**config.mk**
```make
export PLATFORM = sky130hd
export DESIGN_NAME = burst_col_seq
export DESIGN_NICKNAME = d
export VERILOG_FILES = /design/src/rtl/bcs_pkg.sv /design/src/rtl/bcs_mode_reg.sv /design/src/rtl/bcs_addr_gen.sv /design/src/rtl/burst_col_seq.sv
export SDC_FILE = /design/constraint.sdc
export NUM_CORES = 1
export LEC_CHECK = 0
export BUFFER_PORTS_ARGS = -buffer_cell sky130_fd_sc_hd__buf_4
export CORE_ASPECT_RATIO = 0.7
export CORE_UTILIZATION = 49
export DETAILED_ROUTE_END_ITERATION = 8
export PLACE_DENSITY = 0.78
export SLEW_MARGIN = 20
export SYNTH_ARGS = -nofsm -noshare
export SYNTH_HDL_FRONTEND = slang
export SYNTH_SLANG_ARGS = --single-unit
```
**constraint.sdc**
```tcl
create_clock -name clk -period 1.9 [get_ports clk]
set_input_delay 0.38 -clock clk [delete_from_list [all_inputs] [get_ports clk]]
set_output_delay 0.38 -clock clk [all_outputs]
set_load 0.05 [all_outputs]
```
**src/rtl/bcs_pkg.sv**
```systemverilog
// Shared constants and the stored-settings record of the burst column sequencer.
// Assumes a largest burst of 16 beats.
package bcs_pkg;
    localparam int BL_LOG_MAX = 4;               // log2 of the largest burst
    localparam int CNT_W      = BL_LOG_MAX;      // beat index width
    localparam int LEN_W      = BL_LOG_MAX + 1;  // width of a burst length value

    typedef struct packed {
        logic [2:0] bl_log;   // log2 of burst length, 1..4
        logic       ilv;      // 1 = interleaved order
        logic [1:0] cl;       // latency, 2 or 3
    } mode_t;

    localparam mode_t MODE_RESET = '{bl_log: 3'd1, ilv: 1'b0, cl: 2'd3};
endpackage

```
**src/rtl/bcs_mode_reg.sv**
```systemverilog
// Decodes and stores the base mode word. A load is taken only when the bank bits
// are all zero. An illegal word is refused with a one-cycle error pulse.
// Assumes ADDR_W > 7.
module bcs_mode_reg
    import bcs_pkg::*;
#(
    parameter int ADDR_W = 13,
    parameter int BA_W   = 2
) (
    input  logic              clk,
    input  logic              rst_n,
    input  logic              load,
    input  logic [BA_W-1:0]   ba,
    input  logic [ADDR_W-1:0] addr,
    output mode_t             mode,
    output logic              err
);
    localparam int UPPER_LSB = 7;

    logic  bl_ok;
    logic  cl_ok;
    logic  upper_ok;
    logic  base_sel;
    mode_t decoded;

    // Check each field of the incoming word for a legal code.
    always_comb begin
        bl_ok    = (addr[2:0] >= 3'd1) && (addr[2:0] <= 3'd4);
        cl_ok    = (addr[6:4] == 3'b010) || (addr[6:4] == 3'b011);
        upper_ok = (addr[ADDR_W-1:UPPER_LSB] == '0);
        base_sel = (ba == '0);
        decoded.bl_log = addr[2:0];
        decoded.ilv    = addr[3];
        decoded.cl     = addr[5:4];
    end

    // Store legal words and flag refused ones.
    always_ff @(posedge clk) begin
        if (!rst_n) begin
            mode <= MODE_RESET;
            err  <= 1'b0;
        end else begin
            err <= 1'b0;
            if (load && base_sel) begin
                if (bl_ok && cl_ok && upper_ok) begin
                    mode <= decoded;
                end else begin
                    err <= 1'b1;
                end
            end
        end
    end

    p_refused_keeps_r5: assert property (@(posedge clk) disable iff (!rst_n)
        err |-> (mode == $past(mode)));
    p_cl_legal_r4: assert property (@(posedge clk) disable iff (!rst_n)
        (mode.cl == 2'd2) || (mode.cl == 2'd3));
    p_bl_range_r2: assert property (@(posedge clk) disable iff (!rst_n)
        (mode.bl_log >= 3'd1) && (mode.bl_log <= 3'd4));
    p_other_bank_r6: assert property (@(posedge clk) disable iff (!rst_n)
        (load && (ba != '0)) |=> (!err && mode == $past(mode)));
endmodule

```
**src/rtl/bcs_addr_gen.sv**
```systemverilog
// Produces one column per beat for an accepted burst. Only the low log2(BL)
// bits move: sequential order counts, interleaved order XORs the beat index.
// The length and order are latched at start, so a later load cannot alter a running burst.
// Assumes a start is only presented while no burst runs, and COL_W > CNT_W.
module bcs_addr_gen
    import bcs_pkg::*;
#(
    parameter int COL_W = 10
) (
    input  logic             clk,
    input  logic             rst_n,
    input  logic             go,
    input  logic [COL_W-1:0] go_col,
    input  logic [2:0]       go_log,
    input  logic             go_ilv,
    output logic [COL_W-1:0] col_out,
    output logic             col_valid,
    output logic             col_last
);
    logic [COL_W-1:0] base_q;
    logic [CNT_W-1:0] idx_q;
    logic [2:0]       log_q;
    logic             ilv_q;
    logic             valid_q;
    logic [CNT_W-1:0] low_mask;
    logic [CNT_W-1:0] seq_low;
    logic [CNT_W-1:0] ilv_low;
    logic [CNT_W-1:0] mov_low;

    // Mark the low bits that belong to the burst block.
    always_comb begin
        for (int b = 0; b < CNT_W; b++) begin
            low_mask[b] = (b < int'(log_q));
        end
    end

    // Form the beat address from the latched start column and the beat index.
    always_comb begin
        seq_low  = base_q[CNT_W-1:0] + idx_q;
        ilv_low  = base_q[CNT_W-1:0] ^ idx_q;
        mov_low  = ilv_q ? ilv_low : seq_low;
        col_out  = {base_q[COL_W-1:CNT_W],
                    (base_q[CNT_W-1:0] & ~low_mask) | (mov_low & low_mask)};
        col_valid = valid_q;
        col_last  = valid_q && (idx_q == low_mask);
    end

    // Advance the beat index, and stop after the final beat.
    always_ff @(posedge clk) begin
        if (!rst_n) begin
            base_q  <= '0;
            idx_q   <= '0;
            log_q   <= 3'd1;
            ilv_q   <= 1'b0;
            valid_q <= 1'b0;
        end else if (go) begin
            base_q  <= go_col;
            idx_q   <= '0;
            log_q   <= go_log;
            ilv_q   <= go_ilv;
            valid_q <= 1'b1;
        end else if (valid_q) begin
            if (col_last) begin
                valid_q <= 1'b0;
            end else begin
                idx_q <= idx_q + 1'b1;
            end
        end
    end

    p_last_ends_r11: assert property (@(posedge clk) disable iff (!rst_n)
        (col_last && !go) |=> !col_valid);
    p_upper_hold_r10: assert property (@(posedge clk) disable iff (!rst_n)
        (col_valid && $past(col_valid)) |->
            (col_out[COL_W-1:CNT_W] == $past(col_out[COL_W-1:CNT_W])));
    p_first_beat_r7: assert property (@(posedge clk) disable iff (!rst_n)
        go |=> (col_valid && col_out == $past(go_col)));
endmodule

```
**src/rtl/burst_col_seq.sv**
```systemverilog
// Top of the burst column sequencer: the mode register, the start gate and the
// address generator. A start is accepted only when no burst runs; otherwise it
// is dropped and start_err pulses once. Busy covers every beat of a burst.
module burst_col_seq
    import bcs_pkg::*;
#(
    parameter int COL_W  = 10,
    parameter int ADDR_W = 13,
    parameter int BA_W   = 2
) (
    input  logic              clk,
    input  logic              rst_n,
    input  logic              mode_load,
    input  logic [BA_W-1:0]   mode_ba,
    input  logic [ADDR_W-1:0] mode_addr,
    input  logic              start,
    input  logic [COL_W-1:0]  start_col,
    output logic [LEN_W-1:0]  burst_len,
    output logic              burst_ilv,
    output logic [1:0]        cas_lat,
    output logic              mode_err,
    output logic [COL_W-1:0]  col_out,
    output logic              col_valid,
    output logic              col_last,
    output logic              busy,
    output logic              start_err
);
    mode_t mode;
    logic  accept;
    logic  running;

    bcs_mode_reg #(.ADDR_W(ADDR_W), .BA_W(BA_W)) u_mode (
        .clk  (clk),
        .rst_n(rst_n),
        .load (mode_load),
        .ba   (mode_ba),
        .addr (mode_addr),
        .mode (mode),
        .err  (mode_err)
    );

    bcs_addr_gen #(.COL_W(COL_W)) u_gen (
        .clk      (clk),
        .rst_n    (rst_n),
        .go       (accept),
        .go_col   (start_col),
        .go_log   (mode.bl_log),
        .go_ilv   (mode.ilv),
        .col_out  (col_out),
        .col_valid(running),
        .col_last (col_last)
    );

    // Gate the start request and present the stored settings.
    always_comb begin
        accept    = start && !running;
        col_valid = running;
        busy      = running;
        burst_len = LEN_W'(1) << mode.bl_log;
        burst_ilv = mode.ilv;
        cas_lat   = mode.cl;
    end

    // Flag a start that arrived during a burst.
    always_ff @(posedge clk) begin
        if (!rst_n) begin
            start_err <= 1'b0;
        end else begin
            start_err <= start && running;
        end
    end

    p_busy_start_r12: assert property (@(posedge clk) disable iff (!rst_n)
        (start && busy) |=> start_err);
    p_last_in_burst_r11: assert property (@(posedge clk) disable iff (!rst_n)
        col_last |-> busy);
    p_busy_keeps_r12: assert property (@(posedge clk) disable iff (!rst_n)
        (busy && !col_last) |=> busy);
endmodule

```
; After elaboration in Yosys (flattened, before gate mapping)
; Cells that the tools add are included.
[op_classes]
mux = 5
div = 0
magnitude_cmp = 6
n_reduce_logical = 15
mul = 0
shifts = 1
n_addsub = 2
bitwise_logic = 7
eq_ne = 3
[op_table]
columns = cell, count
row1 = $and A4 B4 Y4, 2
row2 = $logic_and A1 B1 Y1, 7
row3 = $eq A3 B2 Y1 const B, 2
row4 = $logic_not A6 Y1, 1
row5 = $lt A1 B3 Y1 const A, 2
row6 = $lt A2 B3 Y1 const A, 2
row7 = $reduce_and A2 Y1, 3
row8 = $shl A1 B3 Y5 const A, 1
row9 = $add A4 B1 Y4 const B, 1
row10 = $add A4 B4 Y4, 1
row11 = $eq A4 B4 Y1, 1
row12 = $mux W1, 4
row13 = $mux W4, 1
row14 = $not A4 Y4, 1
row15 = $or A4 B4 Y4, 1
row16 = $xor A4 B4 Y4, 1
row17 = $ge A3 B1 Y1 const B, 1
row18 = $le A3 B3 Y1 const B, 1
row19 = $logic_not A2 Y1, 1
row20 = $not A1 Y1, 2
row21 = $reduce_or A2 Y1, 1
row22 = $logic_not A1 Y1, 1
row23 = $logic_or A1 B1 Y1, 1
[word_totals]
out_inout_bits = 23
register_bits = 27
mem_bits_rw = 0
n_memories = 0
input_bits = 29
latchBits = 0
mem_bits_ro = 0

; Depth between registers and ports, before layout
[depth]
ltp_word = 6
mapped_depth = 6
mapped_depth_nobuf = 6

; Cells and area by module
; From an unflattened synthesis, not the netlist that was laid out.
[hier_totals]
cells_unflattened = 150
area_unflattened_um2 = 1448.9
[by_module_without_submodules]
columns = module, area_per_inst_um2, seq_area_each_um2, cells_each, instances
row1 = bcs_addr_gen, 1042.2, 380.4, 108, 1
row2 = bcs_mode_reg, 329.1, 140.1, 33, 1
row3 = burst_col_seq, 77.6, 20.0, 9, 1

; Worst setup path before layout
; Ideal clock, no wire load.
[synth_path]
path_type = reg-to-output
start = register u_gen.idx_q[0]
end = output port col_out[1]
arrival_time_ns = 2.265
stages_incl_launch_ff = 7
setup_slack_ns = -0.745
path_cell_list = dfxtp_1 -> ha_1 -> inv_1 -> fa_1 -> inv_1 -> mux2i_1 -> o21ai_0
[synth_between]
elab_chain_cells = 4
[synth_lines]
columns = item, line_no
row1 = start: declaration, bcs_addr_gen.sv:21  ; logic [CNT_W-1:0] idx_q;
row2 = start signal: assignment, bcs_addr_gen.sv:66  ; idx_q <= idx_q + 1'b1;
row3 = $add A4 B4 Y4, bcs_addr_gen.sv:39  ; seq_low = base_q[CNT_W-1:0] + idx_q;
row4 = $mux W4, bcs_addr_gen.sv:41  ; mov_low = ilv_q ? ilv_low : seq_low;
row5 = $and A4 B4 Y4, bcs_addr_gen.sv:43  ; (base_q[CNT_W-1:0] & ~low_mask) | (mov_low & low_mask)};
row6 = $or A4 B4 Y4, bcs_addr_gen.sv:43
row7 = end: declaration, burst_col_seq.sv:22  ; output logic [COL_W-1:0] col_out,
; Every way passes these cells.

; Final worst setup path
[layout_path]
start = register u_gen.idx_q[0]
end = output port col_out[3]
; The elaborated chain is that of the path after synthesis.

==> flow_metrics.env <==
export IMPL_whs_ns=0.309
export IMPL_ctsLongestPathBuffers=2
export IMPL_io_pins=52
export IMPL_grt_start_max_net_pins=19
export IMPL_die_area_um2=3200
export IMPL_die_h_um=47.6
export IMPL_via_per_inst=5.53
export IMPL_placed_area_um2=1940
export IMPL_startpoint_type="register"
export IMPL_final_util_pct=79.8
export IMPL_ys_warn_count=0
export IMPL_wl_per_cell_um=16.5
export IMPL_yosysMostFrequentCell="nand2_1"
export IMPL_max_freq_ghz=0.436
export IMPL_fin_ws_ns=-0.393
export IMPL_violations="negative setup slack"
export IMPL_critical_path_cell_chain="ha_4, buf_4, a211oi_4, nor4_2, o21ai_4, xnor2_4, buf_6"
export IMPL_final_cells=275
export IMPL_synth_area_top_cells="dfxtp_1 37%, nand2_1 10%, a21oi_1 6.2%"
export IMPL_setup_violations=5
export IMPL_final_setup_tns_ns=-1.14
export IMPL_fp_coreArea_um2=2800
export IMPL_grt_overflow_total=0
export IMPL_synth_commonest_cells="39 x nand2_1, 27 x dfxtp_1, 18 x a21oi_1, 9 x buf_4"
export IMPL_dr_wl_met2_um=2170
export IMPL_cts_root_buf="clkbuf_8"
export IMPL_route_detailed_drc=0
export IMPL_cts_max_level=1
export IMPL_fillers=178
export IMPL_grt_antenna_before_repair=0
export IMPL_ys_flop_type="dfxtp_1"
export IMPL_required_ns=1.52
export IMPL_yosysUniqueCellTypes=44
export IMPL_hold_path_class="in2reg"
export IMPL_syn_area_per_cell_um2=8.32
export IMPL_syn_inst=175
export IMPL_vias=1520
export IMPL_dp_cells=261
export IMPL_antenna_cells=0
export IMPL_period_needed_ns=2.29
export IMPL_rrSetupSlack_ns=0.31
export IMPL_power_density_nw_per_um2=579
export IMPL_dr_max_layer_used="met4"
export IMPL_finalHoldViolations=0
export IMPL_cp_max_fo=2
export IMPL_cap_violations=0
export IMPL_worstSkewPairLatency_ns=0.28
export IMPL_crit_buf_inv=2
export IMPL_drt_met1_wl_um=1860
export IMPL_antenna_left=0
export IMPL_start_util_pct=51.9
export IMPL_relSlewSlack_pct=66.2
export IMPL_p_leak_uw=0.000969
export IMPL_synth_top_area_share_pct=37.1
export IMPL_wl_um=4530
export IMPL_drive_gt1_share_pct=48.5
export IMPL_clk_pin_slew_worst_paths_ns=0.10
export IMPL_die_x_um=67.1
export IMPL_slew_viol_final=0
export IMPL_drt_pass1_iter_count=5
export IMPL_grt_pass1_vias=1352
export IMPL_io_buffers=51
export IMPL_cpPeakStageDelay_ns=0.35
export IMPL_ys_seq_elements=27
export IMPL_cts_made_buffers=3
export IMPL_worstMarginPinSlew_ns=0.499
export IMPL_ys_seq_area_share_pct=37.1
export IMPL_clock_sinks=27
export IMPL_fin_area_um2=2240
export IMPL_nets=274
export IMPL_gp_routability_congestion=0.758
export IMPL_critPathKind="reg2out"
export IMPL_rows=16
export IMPL_skew_ns=0.00729
export IMPL_wl_met3_um=327
export IMPL_cts_tree="built"
export IMPL_cp_slowest_cell="dfxtp_2"
export IMPL_arrival_ns=1.91
export IMPL_period_share_pct=121
export IMPL_syn2layout_area_growth_pct=53.7
export IMPL_synth_edf_count=0
export IMPL_setup_worst_path_end_class="primary output"
export IMPL_syn_nets=209
export IMPL_grt_pass1_wl_um=6310
export IMPL_drtIter0Drc=93
export IMPL_syn_area_um2=1460
export IMPL_synth_top_area_cell="dfxtp_1"
export IMPL_dpl_hpwl_um=2820
export IMPL_ir_drop_mv=0.710
export IMPL_rsz0062_at_grt="yes"
export IMPL_critPathTopFamily="compound AO/OA/AOI/OAI gates"
export IMPL_synthArstFlopShare_pct=0
export IMPL_status="complete, but fails checks"
export IMPL_grtUsageTotal_pct=27.4
==> layout by cell type (no fill, tap or decap), types with 2 or more instances in the layout <==
cell type  count
nand2_1       38
a21oi_2        2
dfxtp_2        7
nor2_1         6
a21oi_1       16
buf_6          8
a31oi_1        3
ha_4           3
buf_8          2
nor3b_1        5
nand4_1        3
buf_4         65
o21ai_4        3
dfxtp_4        2
inv_1          4
clkbuf_8       3
o21ai_0        2
xnor2_2        3
mux2i_1        6
or3_1          2
dfxtp_1       18
nand3_1        3
==> tightest hold or removal path: cells and delay by family <==
family,cells,cell delay [ns]
muxes,1,0.05
buffers and inverters,1,0.08
and+or+nand+nor,1,0.06
==> path summary, 6_finish.rpt <==
check                   from              end  cells after the start
max           u_gen.idx_q[0]       col_out[3]                      7
min reg2reg  u_gen.base_q[5]  u_gen.base_q[5]                      2
min             mode_addr[4]   u_mode.mode[0]                      3
max reg2reg   u_gen.idx_q[1]   u_gen.idx_q[0]                      7
==> flip-flops by register name (all words and copies together) (netlist names) <==
| name | count |
|---|---|
| u_mode.mode | 6 |
| u_gen.col_valid | 1 |
| start_err | 1 |
| u_gen.base_q | 10 |
| u_gen.ilv_q | 1 |
| u_mode.err | 1 |
| u_gen.log_q | 3 |
| u_gen.idx_q | 4 |
==> through the flow <==
stage / power [uW] / setup WS (ns)
final: 1300 / -0.393
after global routing: 1340 / -0.435
after CTS: 1280 / -0.243
after detailed placement: 917 / -0.0839
after global placement: 911 / -0.0350
after floorplan: 808 / -0.0430
==> layer usage <==
metal	global-route usage, %	vias up
met5	0	-
met4	7.23	0
met3	7.62	14
met2	44.8	71
met1	36.4	701
li1	-	734
==> timing repair <==
action | in CTS | in global routing
gates cloned | 0 | 0
setup buffers | 9 | 1
gates resized for setup | 37 | 6
pin swaps | 10 | 3
hold buffers | 0 | 0
setup endpoints to repair | 5 | 5
==> layout make-up <==
cell class | count | area, um^2 | area share [%]
multi-input cells | 127 | 960 | 42.9
repair buffers | 75 | 608 | 27.2
flip-flops and latches | 27 | 557 | 24.9
clock buffers | 4 | 45.0 | 2.01
well taps | 36 | 45.0 | 2.01
inverters | 6 | 22.5 | 1.01
==> power by group <==
part	switching (uW)	total (uW)	internal (uW)
clock network	185	336	151
registers	25.7	611	585
logic	189	350	161
total	400	1300	896
==> logic make-up after synthesis <==
| group | synth area share, % |
|---|---|
| AND/OR/NAND/NOR | 27.3 |
| AO/OA/AOI/OAI | 14.4 |
| flip-flops | 37.1 |
| buffers and inverters | 8.34 |
| multiplexers | 5.59 |
| adder cells (fa/ha/maj) | 4.82 |
| XOR/XNOR | 2.41 |
No activity file was read; power rests on OpenSTA's default activity.
